**config.mk**
```make
export PLATFORM = sky130hd
export DESIGN_NAME = ffm_mask_gen
export DESIGN_NICKNAME = d
export VERILOG_FILES = /design/src/rtl/ffm_pkg.sv /design/src/rtl/ffm_cell.sv /design/src/rtl/ffm_chain.sv /design/src/rtl/ffm_mask_gen.sv
export SDC_FILE = /design/constraint.sdc
export NUM_CORES = 1
export LEC_CHECK = 0
export ABC_AREA = 1
export BUFFER_PORTS_ARGS = -buffer_cell sky130_fd_sc_hd__buf_2
export CAP_MARGIN = 20
export CORE_MARGIN = 2
export CORE_UTILIZATION = 25
export DETAILED_ROUTE_END_ITERATION = 10
export PLACE_DENSITY = 0.49
export SYNTH_ARGS = -nofsm -noshare
export SYNTH_HDL_FRONTEND = slang
export SYNTH_HIERARCHICAL = 1
export SYNTH_SLANG_ARGS = --single-unit
export TNS_END_PERCENT = 100
```
**constraint.sdc**
```tcl
create_clock -name clk -period 2.6 [get_ports clk]
set_input_delay 0.39 -clock clk [delete_from_list [all_inputs] [get_ports clk]]
set_output_delay 0.39 -clock clk [all_outputs]
set_load 0.005 [all_outputs]
```
**src/rtl/ffm_pkg.sv**
```systemverilog
package ffm_pkg;

    typedef enum logic [1:0] {
        MODE_BEFORE  = 2'b00,
        MODE_INCL    = 2'b01,
        MODE_ONLY    = 2'b10,
        MODE_RSVD    = 2'b11
    } ffm_mode_e;

    typedef enum logic {
        ST_SEARCH = 1'b0,
        ST_DONE   = 1'b1
    } ffm_state_e;

endpackage

```
**src/rtl/ffm_cell.sv**
```systemverilog
module ffm_cell
    import ffm_pkg::*;
(
    input  logic       active_i,
    input  logic       src_i,
    input  logic       old_i,
    input  logic       pred_en_i,
    input  ffm_mode_e  mode_i,
    input  ffm_state_e st_i,
    output logic       bit_o,
    output ffm_state_e st_o
);

    ffm_state_e st_eff;

    always_comb begin
        // Re-entry: with predication, every active bit restarts the search.
        st_eff = (pred_en_i && active_i) ? ST_SEARCH : st_i;
    end

    always_comb begin
        bit_o = old_i;
        st_o  = st_i;
        if (active_i) begin
            unique case (st_eff)
                ST_SEARCH: begin
                    unique case (mode_i)
                        MODE_BEFORE: bit_o = ~src_i;
                        MODE_INCL:   bit_o = 1'b1;
                        MODE_ONLY:   bit_o = src_i;
                        default:     bit_o = old_i;
                    endcase
                    st_o = src_i ? ST_DONE : ST_SEARCH;
                end
                ST_DONE: begin
                    bit_o = 1'b0;
                    st_o  = ST_DONE;
                end
                default: begin
                    bit_o = old_i;
                    st_o  = st_i;
                end
            endcase
        end
    end

endmodule

```
**src/rtl/ffm_chain.sv**
```systemverilog
module ffm_chain
    import ffm_pkg::*;
#(
    parameter int N = 8
) (
    input  logic [N-1:0] src_i,
    input  logic [N-1:0] pred_i,
    input  logic         pred_en_i,
    input  ffm_mode_e    mode_i,
    input  logic [N-1:0] old_i,
    output logic [N-1:0] res_o
);

    ffm_state_e st [N+1];

    assign st[0] = (!pred_en_i || pred_i[0]) ? ST_SEARCH : ST_DONE;

    for (genvar i = 0; i < N; i++) begin : g_cell
        ffm_cell u_cell (
            .active_i  (!pred_en_i || pred_i[i]),
            .src_i     (src_i[i]),
            .old_i     (old_i[i]),
            .pred_en_i (pred_en_i),
            .mode_i    (mode_i),
            .st_i      (st[i]),
            .bit_o     (res_o[i]),
            .st_o      (st[i+1])
        );
    end

endmodule

```
**src/rtl/ffm_mask_gen.sv**
```systemverilog
module ffm_mask_gen
    import ffm_pkg::*;
#(
    parameter int N = 8
) (
    input  logic         clk,
    input  logic         rst_n,
    input  logic [N-1:0] src_i,
    input  logic [N-1:0] pred_i,
    input  logic         pred_en_i,
    input  logic [1:0]   mode_i,
    input  logic [N-1:0] old_dst_i,
    output logic [N-1:0] dst_o
);

    localparam logic [N-1:0] ALL_ONES = {N{1'b1}};

    ffm_mode_e    mode;
    logic [N-1:0] chain_res;
    logic [N-1:0] next_dst;

    assign mode = ffm_mode_e'(mode_i);

    ffm_chain #(.N(N)) u_chain (
        .src_i     (src_i),
        .pred_i    (pred_i),
        .pred_en_i (pred_en_i),
        .mode_i    (mode),
        .old_i     (old_dst_i),
        .res_o     (chain_res)
    );

    always_comb begin
        next_dst = (mode == MODE_RSVD) ? old_dst_i : chain_res;
    end

    always_ff @(posedge clk) begin
        if (!rst_n) dst_o <= '0;
        else        dst_o <= next_dst;
    end


    inactive_hold_chk: assert property (@(posedge clk) disable iff (!rst_n)
        (pred_en_i && mode_i != 2'b11) |=> (((dst_o ^ $past(old_dst_i)) & ~$past(pred_i)) == '0));


    reserved_pass_chk: assert property (@(posedge clk) disable iff (!rst_n)
        (mode_i == 2'b11) |=> (dst_o == $past(old_dst_i)));


    only_first_onehot_chk: assert property (@(posedge clk) disable iff (!rst_n)
        (mode_i == 2'b10 && !pred_en_i) |=> $onehot0(dst_o));


    empty_before_chk: assert property (@(posedge clk) disable iff (!rst_n)
        (mode_i == 2'b00 && !pred_en_i && src_i == '0) |=> (dst_o == ALL_ONES));


    incl_hits_one_chk: assert property (@(posedge clk) disable iff (!rst_n)
        (mode_i == 2'b01 && !pred_en_i && src_i != '0) |=> ($countones(dst_o & $past(src_i)) == 1));


    before_excl_chk: assert property (@(posedge clk) disable iff (!rst_n)
        (mode_i == 2'b00 && !pred_en_i) |=> ((dst_o & $past(src_i)) == '0));

endmodule

```
Word level (Yosys, flattened, before mapping)
Cells that the tools add are included.
- RAM bits: 0
- bits in read-only memories: 0
- register bits after elaboration: 8
- output and inout port bits: 8
- memories: 0
- input port bits: 29
- latch bits: 0
- add/sub/neg operators: 0
- multiply operators: 0
- order comparisons: 0
- multiplexer cells: 55
- equality and inequality tests: 3
- bitwise operators: 16
- reduce and logical (&&, ||, !) cells: 18
- shift operators: 0
- div/mod/pow operators: 0
- operators by type and width (operator ; count):
    1-bit 2-to-1 mux ; 31
    1-bit case mux with 2 select lines ; 15
    1-bit case mux with 3 select lines ; 8
    1-bit inverter ; 16
    1-bit logical AND ; 8
    1-bit logical OR ; 8
    8-bit 2-to-1 mux ; 1
    2-bit equality test (second input constant) ; 2
    2-bit by 1-bit equality test with 1-bit output (second input constant) ; 1
    2-bit zero test ; 1
    1-bit zero test ; 1

Depth between registers and ports, before layout
Gate-level depths: netlist of the first run.
- word-level depth: 36
- mapped depth: 24
- gate-level depth less buffers: 24

Hierarchy
Netlist of the first run, hierarchy kept.
- modules (own cells, without submodules) (module ; area each (µm²) ; cells an instance ; sequential area each (µm²) ; times used):
    ffm_cell ; 67.6 ; 17 ; 0.0 ; 8
    ffm_mask_gen ; 347.8 ; 51 ; 160.2 ; 1
    ffm_chain ; 81.3 ; 19 ; 0.0 ; 1

Worst setup path before layout of the first run
Ideal clock, no wire load.
- path kind: input port to flip-flop
- start: input pred_en_i
- end: register dst_o[7]
- setup time: 64 ps
- setup slack: 452 ps
- data arrival time: 2084 ps
- stages on the path: 24
- buffers on the path: 1
- cell sequence: buf_6 > nand2_1 > inv_1 > o21ai_0 > nand2_1 > o21ai_0 > nand2_1 > o21ai_0 > nand2_1 > o21ai_0 > nand2_1 > o21ai_0 > nand2_1 > o21ai_0 > nand2_1 > o21ai_0 > nand2_1 > a21oi_1 > nand2_1 > nand2_1 > inv_1 > nand2_1 > nand2_1 > nor2_1
- RTL lines (element ; RTL line ; RTL):
    start: declaration ; ffm_mask_gen.sv:10 ; input logic pred_en_i,
    end signal: assignment ; ffm_mask_gen.sv:39 ; else dst_o <= next_dst;
    end: declaration ; ffm_mask_gen.sv:13 ; output logic [N-1:0] dst_o

==> run_results.csv, run 1 <==
group,metric,value,unit
status,status,"completed",
global_routing,grt_pass1_wl,4202,um
finish,num_antenna_cells,0,
finish,multi_input_area,575.6,sq um
floorplan,die_h,65.88,um
clock_tree,cts_tree,"yes",
clock_tree,cts.htree.levels,1,
synthesis,synthesis.nets,232,
placement,gp_congestion,0.7634,
route,routedWlPerCell,8.351,um
power_and_ir_drop,p_leak,0.0008842,uW
floorplan,initial_utilization,26.14,%
finish,nets,271,
floorplan,die_x,65.88,um
min_path,hold_path.class,"primary input to register",
worst_setup_path,startpoint,"pred_en_i",
power_and_ir_drop,powerDensity,370.9,nW/um^2
placement,dpl_worst_slack,0.2033,ns
route,postRouteWirelength,2405,um
worst_setup_path,critical_path.max_fanout,5,
route,drc,0,
floorplan,ios,37,
min_path,hp-start,"old_dst_i[3]",
synthesis,netlist_instances,203,
sta,setup_slack,0.4276,ns
synthesis,netlist_area,957.2,sq um
placement,post_dp_cell_area,1167,sq um
route,drtIter0Drc,46,
sta,fin_setup_tns,0,ns
finish,regArea,160.2,sq um
sta,slew_viol_final,0,
route,drt-vias-per-instance,4.038,
route,firstDrtPassIters,6,
global_routing,grt_pass1_vias,988,
worst_setup_path,worstSetupPathType,"primary input to register",
clock_tree,cts-root-buf,"clkbuf_8",
worst_setup_path,cp.depth,24,
worst_setup_path,crit_buf_inv,3,
finish,postLayoutCellArea,1209,sq um
min_path,worstHoldPathCells,3,
placement,dpl.cell_count,285,
worst_setup_path,cpMaxStageDelayCell,"o21ai_0",
worst_setup_path,crit_arrival,2.34,ns
worst_setup_path,cp_common_cell,"nand2_1",
worst_setup_path,path_cells,"buf_2 > nand2_1 > inv_1 > o21ai_0 > nand2_1 > o21ai_0 > nand2_1 > o21ai_0 > nand2_1 > o21ai_0 > nand2_1 > o21ai_0 > nand2_1 > o21ai_0 > nand2_1 > o21ai_0 > nand2_1 > a21oi_1 > nand2_1 > nand2_1 > inv_1 > nand2_1 > nand2_1 > nor2_1",
synthesis,synth_warnings,6,
clock_tree,clk_path_buf_depth,2,
sta,fmax,0.4603,GHz
floorplan,coreArea,3661,sq um
sta,finalCriticalPeriod,2.172,ns
worst_setup_path,cp-end-kind,"register",
global_routing,track_usage,12.12,%
finish,largest_reg_flops,8,
sta,timing_hold_violations_final,0,
global_routing,antenna_found_initial,0,
floorplan,row_count,22,
finish,stdcell_count,288,
worst_setup_path,cpPeakStageDelay,0.18,ns
sta,worst_slew_pin_slew,0.3362,ns
clock_tree,cts_num_sinks,8,
power_and_ir_drop,ir_drop,111.4,uV
global_routing,grt_max_degree,18,
finish,fillerInstances,455,
finish,largestRegisters,"dst_o (8)",
clock_tree,hold_buffers,0,
finish,top_register,"dst_o",
placement,port_buffers,36,
flow_run,maxCapViolCount,0,
worst_setup_path,startpoint_type,"primary input",
floorplan,die-area,4340,sq um
global_routing,grt-ovfl-total,0,
sta,finalSetupViolCount,0,
worst_setup_path,cp_top_family,"simple AND/OR/NAND/NOR gates",
finish,drive_above_1_share,18.75,%
route,vias,1163,
worst_setup_path,critPathRequiredTime,2.77,ns
sta,rsz0062_at_grt,"false",
clock_tree,cts.reportedPaths.clkPinSlew,0.05,ns
route,antenna_left,0,
sta,fin_crit_sh,83.56,%
clock_tree,cts_made_buffers,3,
sta,hold_ws,0.4222,ns
synthesis,syn_area_per_cell,4.715,sq um
clock_tree,postCtsResizedCells,0,
sta,relSlewSlack,77.59,%
placement,dpl.hpwl,1870,um
finish,syn_to_final_growth,26.27,%
clock_tree,post_cts_buffers,0,
final timing paths:
kind	to	slack, ns
setup / recovery	dst_o[7]$_SDFF_PN0_	0.43
hold / removal	dst_o[3]$_SDFF_PN0_	0.42
through the flow:
| stage | utilization (%) | total power [uW] |
|---|---|---|
| after floorplan | - | 241.9 |
| after global placement | 31.89 | 299.4 |
| after detailed placement | 31.89 | 299.5 |
| after CTS | 33.01 | 454.5 |
| after global routing | 33.01 | 492.5 |
| final | 33.01 | 448.3 |
cell usage in the layout (no fill, tap or decap):
cell and count:
inv_2 1, inv_1 48, buf_4 1, nand3_1 8, clkbuf_8 3, nand2_2 3
nor2_1 16, o21ai_0 7, nor2_2 1, buf_2 36, dfxtp_1 8, nand2_1 100
a21oi_1 8
per-layer routing:
metal  vias up  GRT usage (%)  part of all wire [%]
met1       484          15.88                    49
met3         2          1.533                   4.3
met4         0          4.688                   1.2
met2        23          20.08                    45
met5         -              0                     0
li1        654              -                     -
report_power, final:
group	leakage [uW]	internal, uW	switching [uW]
registers	0.0000667	134	2.57
clock network	0.0000216	101	52.2
logic	0.000796	64.4	94.0
total	0.000884	300	149
cell type report:
cell class / count / share of cell area (%)
multi-input cells: 143 / 47.62
repair buffers: 37 / 15.53
inverters: 49 / 15.22
flip-flops and latches: 8 / 13.25
well taps: 48 / 4.969
clock buffers: 3 / 3.416
(Power assumes the default switching activity.)
==> run 2, diff against run 1 <==
==> constraint.sdc (replaced) <==
create_clock -name clk -period 2.14 [get_ports clk]
set_input_delay 0.321 -clock clk [delete_from_list [all_inputs] [get_ports clk]]
set_output_delay 0.321 -clock clk [all_outputs]
set_load 0.005 [all_outputs]
==> run 2 against run 1 <==
Non-clock buffer count grew 9. Power is 27% higher. Via count increased by 3.4%. Final area up 8.7%. Sequential share of layout area fell by 1.1 points. Combinational power rose by 39%. Setup slack worse by 0.16 ns. Largest cell class unchanged.
==> run_results.csv, run 2 (same netlist as run 1, synthesis figures left out) <==
group,metric,value,unit
status,status,"completed",
floorplan,die_h,65.88,um
finish,final_cell_mix,"nand2_1 (99), inv_1 (46), buf_2 (34)",
sta,rsz0062_at_grt,"true",
placement,dpl_worst_slack,-0.1068,ns
power_and_ir_drop,powerDensity,435.0,nW/um^2
global_routing,track_usage,12.22,%
worst_setup_path,cpPeakStageDelay,0.12,ns
global_routing,grt_pass1_vias,986,
worst_setup_path,critPathRequiredTime,2.26,ns
clock_tree,cts_num_sinks,8,
placement,dpl.hpwl,1925,um
sta,finalSetupViolCount,0,
finish,nets,280,
clock_tree,cts-root-buf,"clkbuf_8",
route,firstDrtPassIters,4,
power_and_ir_drop,p_sw,188.4,uW
worst_setup_path,worstSetupPathType,"primary input to register",
sta,finalCriticalPeriod,1.874,ns
floorplan,die-area,4340,sq um
finish,top_register,"dst_o",
flow_run,maxCapViolCount,0,
sta,fmax,0.5336,GHz
finish,regArea,160.2,sq um
min_path,hp-start,"old_dst_i[7]",
route,drtIter0Drc,61,
finish,layout_commonest_cell,"nand2_1",
floorplan,ios,37,
floorplan,row_count,22,
min_path,hold_path.class,"primary input to register",
clock_tree,cts_tree,"yes",
global_routing,antenna_found_initial,0,
worst_setup_path,startpoint_type,"primary input",
finish,largest_reg_flops,8,
route,drt-vias-per-instance,4.051,
power_and_ir_drop,p_int,383.0,uW
sta,slew_viol_final,0,
route,antenna_left,0,
global_routing,grt_max_degree,18,
sta,worst_slew_pin_slew,0.3371,ns
route,routedWlPerCell,8.438,um
worst_setup_path,critical_path.max_fanout,2,
global_routing,grt-ovfl-total,0,
sta,fin_crit_sh,87.58,%
sta,timing_hold_violations_final,0,
clock_tree,cts.htree.levels,1,
floorplan,die_x,65.88,um
route,vias,1203,
sta,hold_ws,0.3362,ns
placement,dpl.cell_count,291,
route,postRouteWirelength,2506,um
placement,port_buffers,36,
power_and_ir_drop,seq_power_share,29.2,%
finish,stdcell_count,297,
route,drc,0,
power_and_ir_drop,pwr-share-comb,38.3,%
finish,largestRegisters,"dst_o (8)",
worst_setup_path,crit_arrival,2.00,ns
clock_tree,cts.reportedPaths.clkPinSlew,0.05,ns
clock_tree,hold_buffers,0,
finish,multi_input_area,586.8,sq um
floorplan,initial_utilization,26.14,%
finish,drive_above_1_share,23.29,%
finish,fillerInstances,452,
worst_setup_path,cpMaxStageDelayCell,"buf_4",
floorplan,coreArea,3661,sq um
sta,fin_setup_tns,0,ns
placement,gp_congestion,0.7493,
finish,final_util,35.89,%
power_and_ir_drop,ir_drop,130.3,uV
power_and_ir_drop,p_leak,0.0009394,uW
finish,num_antenna_cells,0,
sta,setup_slack,0.2658,ns
worst_setup_path,cp-end-kind,"register",
worst_setup_path,path_cells,"buf_8 > buf_4 > nor2_2 > o21ai_1 > nand2_1 > o21ai_1 > nand2_1 > o21ai_1 > nand2_1 > o21ai_1 > nand2_1 > o21ai_1 > nand2_1 > o21ai_1 > nand2_1 > o21ai_1 > nand2_1 > a21oi_2 > nand2_1 > nand2_1 > inv_1 > nand2_1 > nand2_1 > nor2_1",
sta,relSlewSlack,77.53,%
clock_tree,cts_made_buffers,3,
power_and_ir_drop,p_sw_share,32.98,%
power_and_ir_drop,pwr-share-clk,32.5,%
clock_tree,clk_path_buf_depth,2,
min_path,whs_endpoint,"dst_o[7]$_SDFF_PN0_",
worst_setup_path,cp_common_cell,"nand2_1",
finish,syn_to_final_growth,37.25,%
global_routing,grt_pass1_wl,4215,um
min_path,worstHoldPathCells,3,
[run 2: changes by cell type in the layout (fill, tap and decap cells not counted), moves of 2 or more]
cell | before | now
buf_2 | 36 | 34
buf_4 | 1 | 9
buf_8 | 0 | 2
inv_1 | 48 | 46
o21ai_0 | 7 | 0
o21ai_1 | 0 | 7
[run 2: stage by stage]
stage               total power [uW]  cell area [sq um]
floorplan                      293.9              957.2
CTS                            565.5               1254
global placement               371.6               1212
detailed placement             371.7               1212
finish                         571.5               1314
global route                   625.0               1314
[run 2: metal layers]
metal  vias up  wire length (um)  global-route usage, %  share of wire (%)
met4         0                30                  4.688                1.2
met2        22              1112                  19.95                 44
met5         -                 0                      0                  0
li1        676                 -                      -                  -
met1       503              1273                  16.46                 51
met3         2                90                  1.193                3.6
[run 2: what timing repair did]
action                                  CTS  global route
endpoints found under the setup margin    0             3
buffers inserted                          0             3
gates resized for setup                   0            20
[run 2: worst max-delay path by stage]
stage | start | end | slack, ns | depth (start not counted)
after floorplan | pred_en_i | dst_o[7]$_SDFF_PN0_ | 0.08 | 24
after global placement | pred_en_i | dst_o[7]$_SDFF_PN0_ | -0.09 | 24
after detailed placement | pred_en_i | dst_o[7]$_SDFF_PN0_ | -0.11 | 24
after CTS | pred_en_i | dst_o[7]$_SDFF_PN0_ | 0.12 | 24
after global routing | pred_en_i | dst_o[7]$_SDFF_PN0_ | -0.02 | 24
final | pred_i[0] | dst_o[7]$_SDFF_PN0_ | 0.27 | 24
[run 2: layout make-up]
| cell class | count | share of cell area (%) |
|---|---|---|
| Sequential cell | 8 | 12.19 |
| Timing Repair Buffer | 46 | 21.24 |
| Clock buffer | 3 | 3.143 |
| Multi-Input combinational cell | 143 | 44.67 |
| Inverter | 49 | 14.19 |
| Tap cell | 48 | 4.571 |
[run 2: power by group through the flow]
stage	registers [uW]	clock network [uW]	logic, uW
6_report	167	186	219
5_1_grt	167	202	256
4_1_cts	167	195	203
3_5_place_dp	169	0	202
3_3_place_gp	169	0	203
2_1_floorplan	172	0	122
[run 2: worst max-delay path, delay by kind of cell]
family | cells | cell delay (ns)
AND/OR/NAND/NOR | 13 | 0.92
AO/OA/AOI/OAI | 8 | 0.50
buffers and inverters | 3 | 0.26
==> run 3, diff against run 2 <==
--- a/config.mk
+++ b/config.mk
@@ -8,9 +8,10 @@
 export ABC_AREA = 1
 export BUFFER_PORTS_ARGS = -buffer_cell sky130_fd_sc_hd__buf_2
 export CAP_MARGIN = 20
-export CORE_MARGIN = 2
+export CORE_MARGIN = 1.5
 export CORE_UTILIZATION = 25
 export DETAILED_ROUTE_END_ITERATION = 10
+export GPL_ROUTABILITY_DRIVEN = 0
 export PLACE_DENSITY = 0.49
 export SYNTH_ARGS = -nofsm -noshare
 export SYNTH_HDL_FRONTEND = slang
==> constraint.sdc (replaced) <==
create_clock -name clk -period 2.35 [get_ports clk]
set_input_delay 0.3525 -clock clk [delete_from_list [all_inputs] [get_ports clk]]
set_output_delay 0.3525 -clock clk [all_outputs]
set_load 0.005 [all_outputs]
==> run 3 against run 2 <==
Sequential power shrank 9%. Power shrank 13%. Wire length shrank 5.1%. Clock-buffer cell count is the same.
==> run_results.csv, run 3 (same netlist as run 1, synthesis figures left out) <==
group,metric,value,unit
global_routing,track_usage,12.50,%
route,antenna_left,0,
status,status,"completed",
clock_tree,clk_path_buf_depth,2,
clock_tree,cts_made_buffers,3,
flow_run,maxCapViolCount,0,
route,routedWlPerCell,8.228,um
finish,fillerInstances,431,
route,firstDrtPassIters,4,
finish,largestRegisters,"dst_o (8)",
global_routing,grt_pass1_vias,1028,
clock_tree,cts-root-buf,"clkbuf_8",
min_path,hp-start,"old_dst_i[7]",
power_and_ir_drop,p_leak,0.0008889,uW
floorplan,die-area,4209,sq um
floorplan,initial_utilization,26.14,%
route,drt-vias-per-instance,3.979,
placement,port_buffers,36,
worst_setup_path,critical_path.max_fanout,5,
floorplan,coreArea,3661,sq um
sta,fin_setup_tns,0,ns
finish,stdcell_count,289,
clock_tree,cts.htree.levels,1,
finish,top_register,"dst_o",
finish,num_antenna_cells,0,
min_path,hold_path.class,"primary input to register",
floorplan,die_x,64.88,um
placement,post_dp_cell_area,1167,sq um
sta,worst_slew_pin_slew,0.3326,ns
placement,dpl.hpwl,1832,um
global_routing,antenna_found_initial,0,
sta,finalSetupViolCount,0,
route,drc,0,
route,vias,1150,
clock_tree,cts.reportedPaths.clkPinSlew,0.05,ns
finish,drive_above_1_share,19.09,%
floorplan,row_count,22,
floorplan,ios,37,
global_routing,grt_pass1_wl,4202,um
finish,final_util,33.22,%
floorplan,die_h,64.88,um
placement,dpl.cell_count,285,
sta,fin_crit_sh,85.34,%
worst_setup_path,critPathRequiredTime,2.53,ns
route,postRouteWirelength,2378,um
global_routing,grt-ovfl-total,0,
finish,syn_to_final_growth,27.06,%
worst_setup_path,worstSetupPathType,"primary input to register",
sta,rsz0062_at_grt,"false",
power_and_ir_drop,powerDensity,411.1,nW/um^2
sta,timing_hold_violations_final,0,
worst_setup_path,crit_arrival,2.18,ns
finish,postLayoutCellArea,1216,sq um
worst_setup_path,cp-end-kind,"register",
clock_tree,hold_buffers,0,
sta,slew_viol_final,0,
power_and_ir_drop,ir_drop,105.4,uV
sta,fmax,0.4986,GHz
clock_tree,cts_num_sinks,8,
min_path,whs_endpoint,"dst_o[7]$_SDFF_PN0_",
sta,relSlewSlack,77.75,%
finish,nets,272,
min_path,worstHoldPathCells,3,
finish,final_cell_mix,"nand2_1 (100), inv_1 (48), buf_2 (36)",
route,drtIter0Drc,40,
finish,largest_reg_flops,8,
clock_tree,cts_tree,"yes",
finish,layout_commonest_cell,"nand2_1",
worst_setup_path,startpoint_type,"primary input",
global_routing,grt_max_degree,18,
sta,finalCriticalPeriod,2.006,ns
-- run 3: cell count changes in the layout (fill, tap and decap cells not counted), sizes merged --
cell  change
buf       -8
-- run 3: worst max-delay path, cell delays in order --
cell and delay, ns:
buf_2 0.13, nand2_1 0.08, inv_1 0.06, o21ai_1 0.12
nand2_1 0.07, o21ai_0 0.07, nand2_1 0.08, o21ai_0 0.07
nand2_1 0.08, o21ai_0 0.07, nand2_1 0.08, o21ai_0 0.08
nand2_1 0.09, o21ai_0 0.07, nand2_1 0.08, o21ai_0 0.07
nand2_1 0.06, a21oi_1 0.14, nand2_1 0.06, nand2_1 0.05
inv_1 0.03, nand2_1 0.05, nand2_1 0.05, nor2_1 0.07
-- run 3: where the power goes --
group          total, uW  switching (uW)  internal, uW
logic                177             104          73.4
registers            152            2.80           149
clock network        171            59.9           112
total                500             166           334
-- run 3: worst max path at each step --
| stage | from | endpoint | slack, ns | cells past startpoint |
|---|---|---|---|---|
| 6_report | pred_en_i | dst_o[7]$_SDFF_PN0_ | 0.34 | 24 |
| 5_1_grt | pred_en_i | dst_o[7]$_SDFF_PN0_ | 0.02 | 24 |
| 4_1_cts | pred_en_i | dst_o[7]$_SDFF_PN0_ | 0.29 | 24 |
| 3_5_place_dp | pred_en_i | dst_o[7]$_SDFF_PN0_ | 0.06 | 24 |
| 3_3_place_gp | pred_en_i | dst_o[7]$_SDFF_PN0_ | 0.08 | 24 |
| 2_1_floorplan | pred_en_i | dst_o[7]$_SDFF_PN0_ | 0.26 | 24 |
-- run 3: area by class of cell --
cell class	count	area, sq um	area share, %
multi-input combinational	143	575.6	47.32
timing repair buffer	38	195.2	16.05
inverter	49	183.9	15.12
sequential	8	160.2	13.17
tap	48	60.06	4.938
clock buffer	3	41.29	3.395
-- run 3: per-layer routing --
layer	vias up	part of all wire [%]	GRT usage [%]
met5	-	0	0
met4	0	2.2	6.383
met3	4	4.2	1.563
met2	23	43	21.01
met1	466	50	15.53
li1	657	-	-
-- run 3: repair_timing --
action | 4_1_cts | 5_1_grt
setup endpoints to repair | 0 | 1
setup buffers | 0 | 1
resized for setup | 0 | 1
-- run 3: per-stage QoR --
| stage | hold slack, ns | power [uW] | setup WS (ns) |
|---|---|---|---|
| 6_report | 0.3738 | 500.0 | 0.3445 |
| 5_1_grt | 0.3838 | 547.4 | 0.02271 |
| 4_1_cts | 0.3739 | 507.8 | 0.2888 |
| 3_5_place_dp | 0.6175 | 330.1 | 0.06009 |
| 3_3_place_gp | 0.6217 | 330.8 | 0.08004 |
| 2_1_floorplan | 0.4874 | 267.6 | 0.2568 |
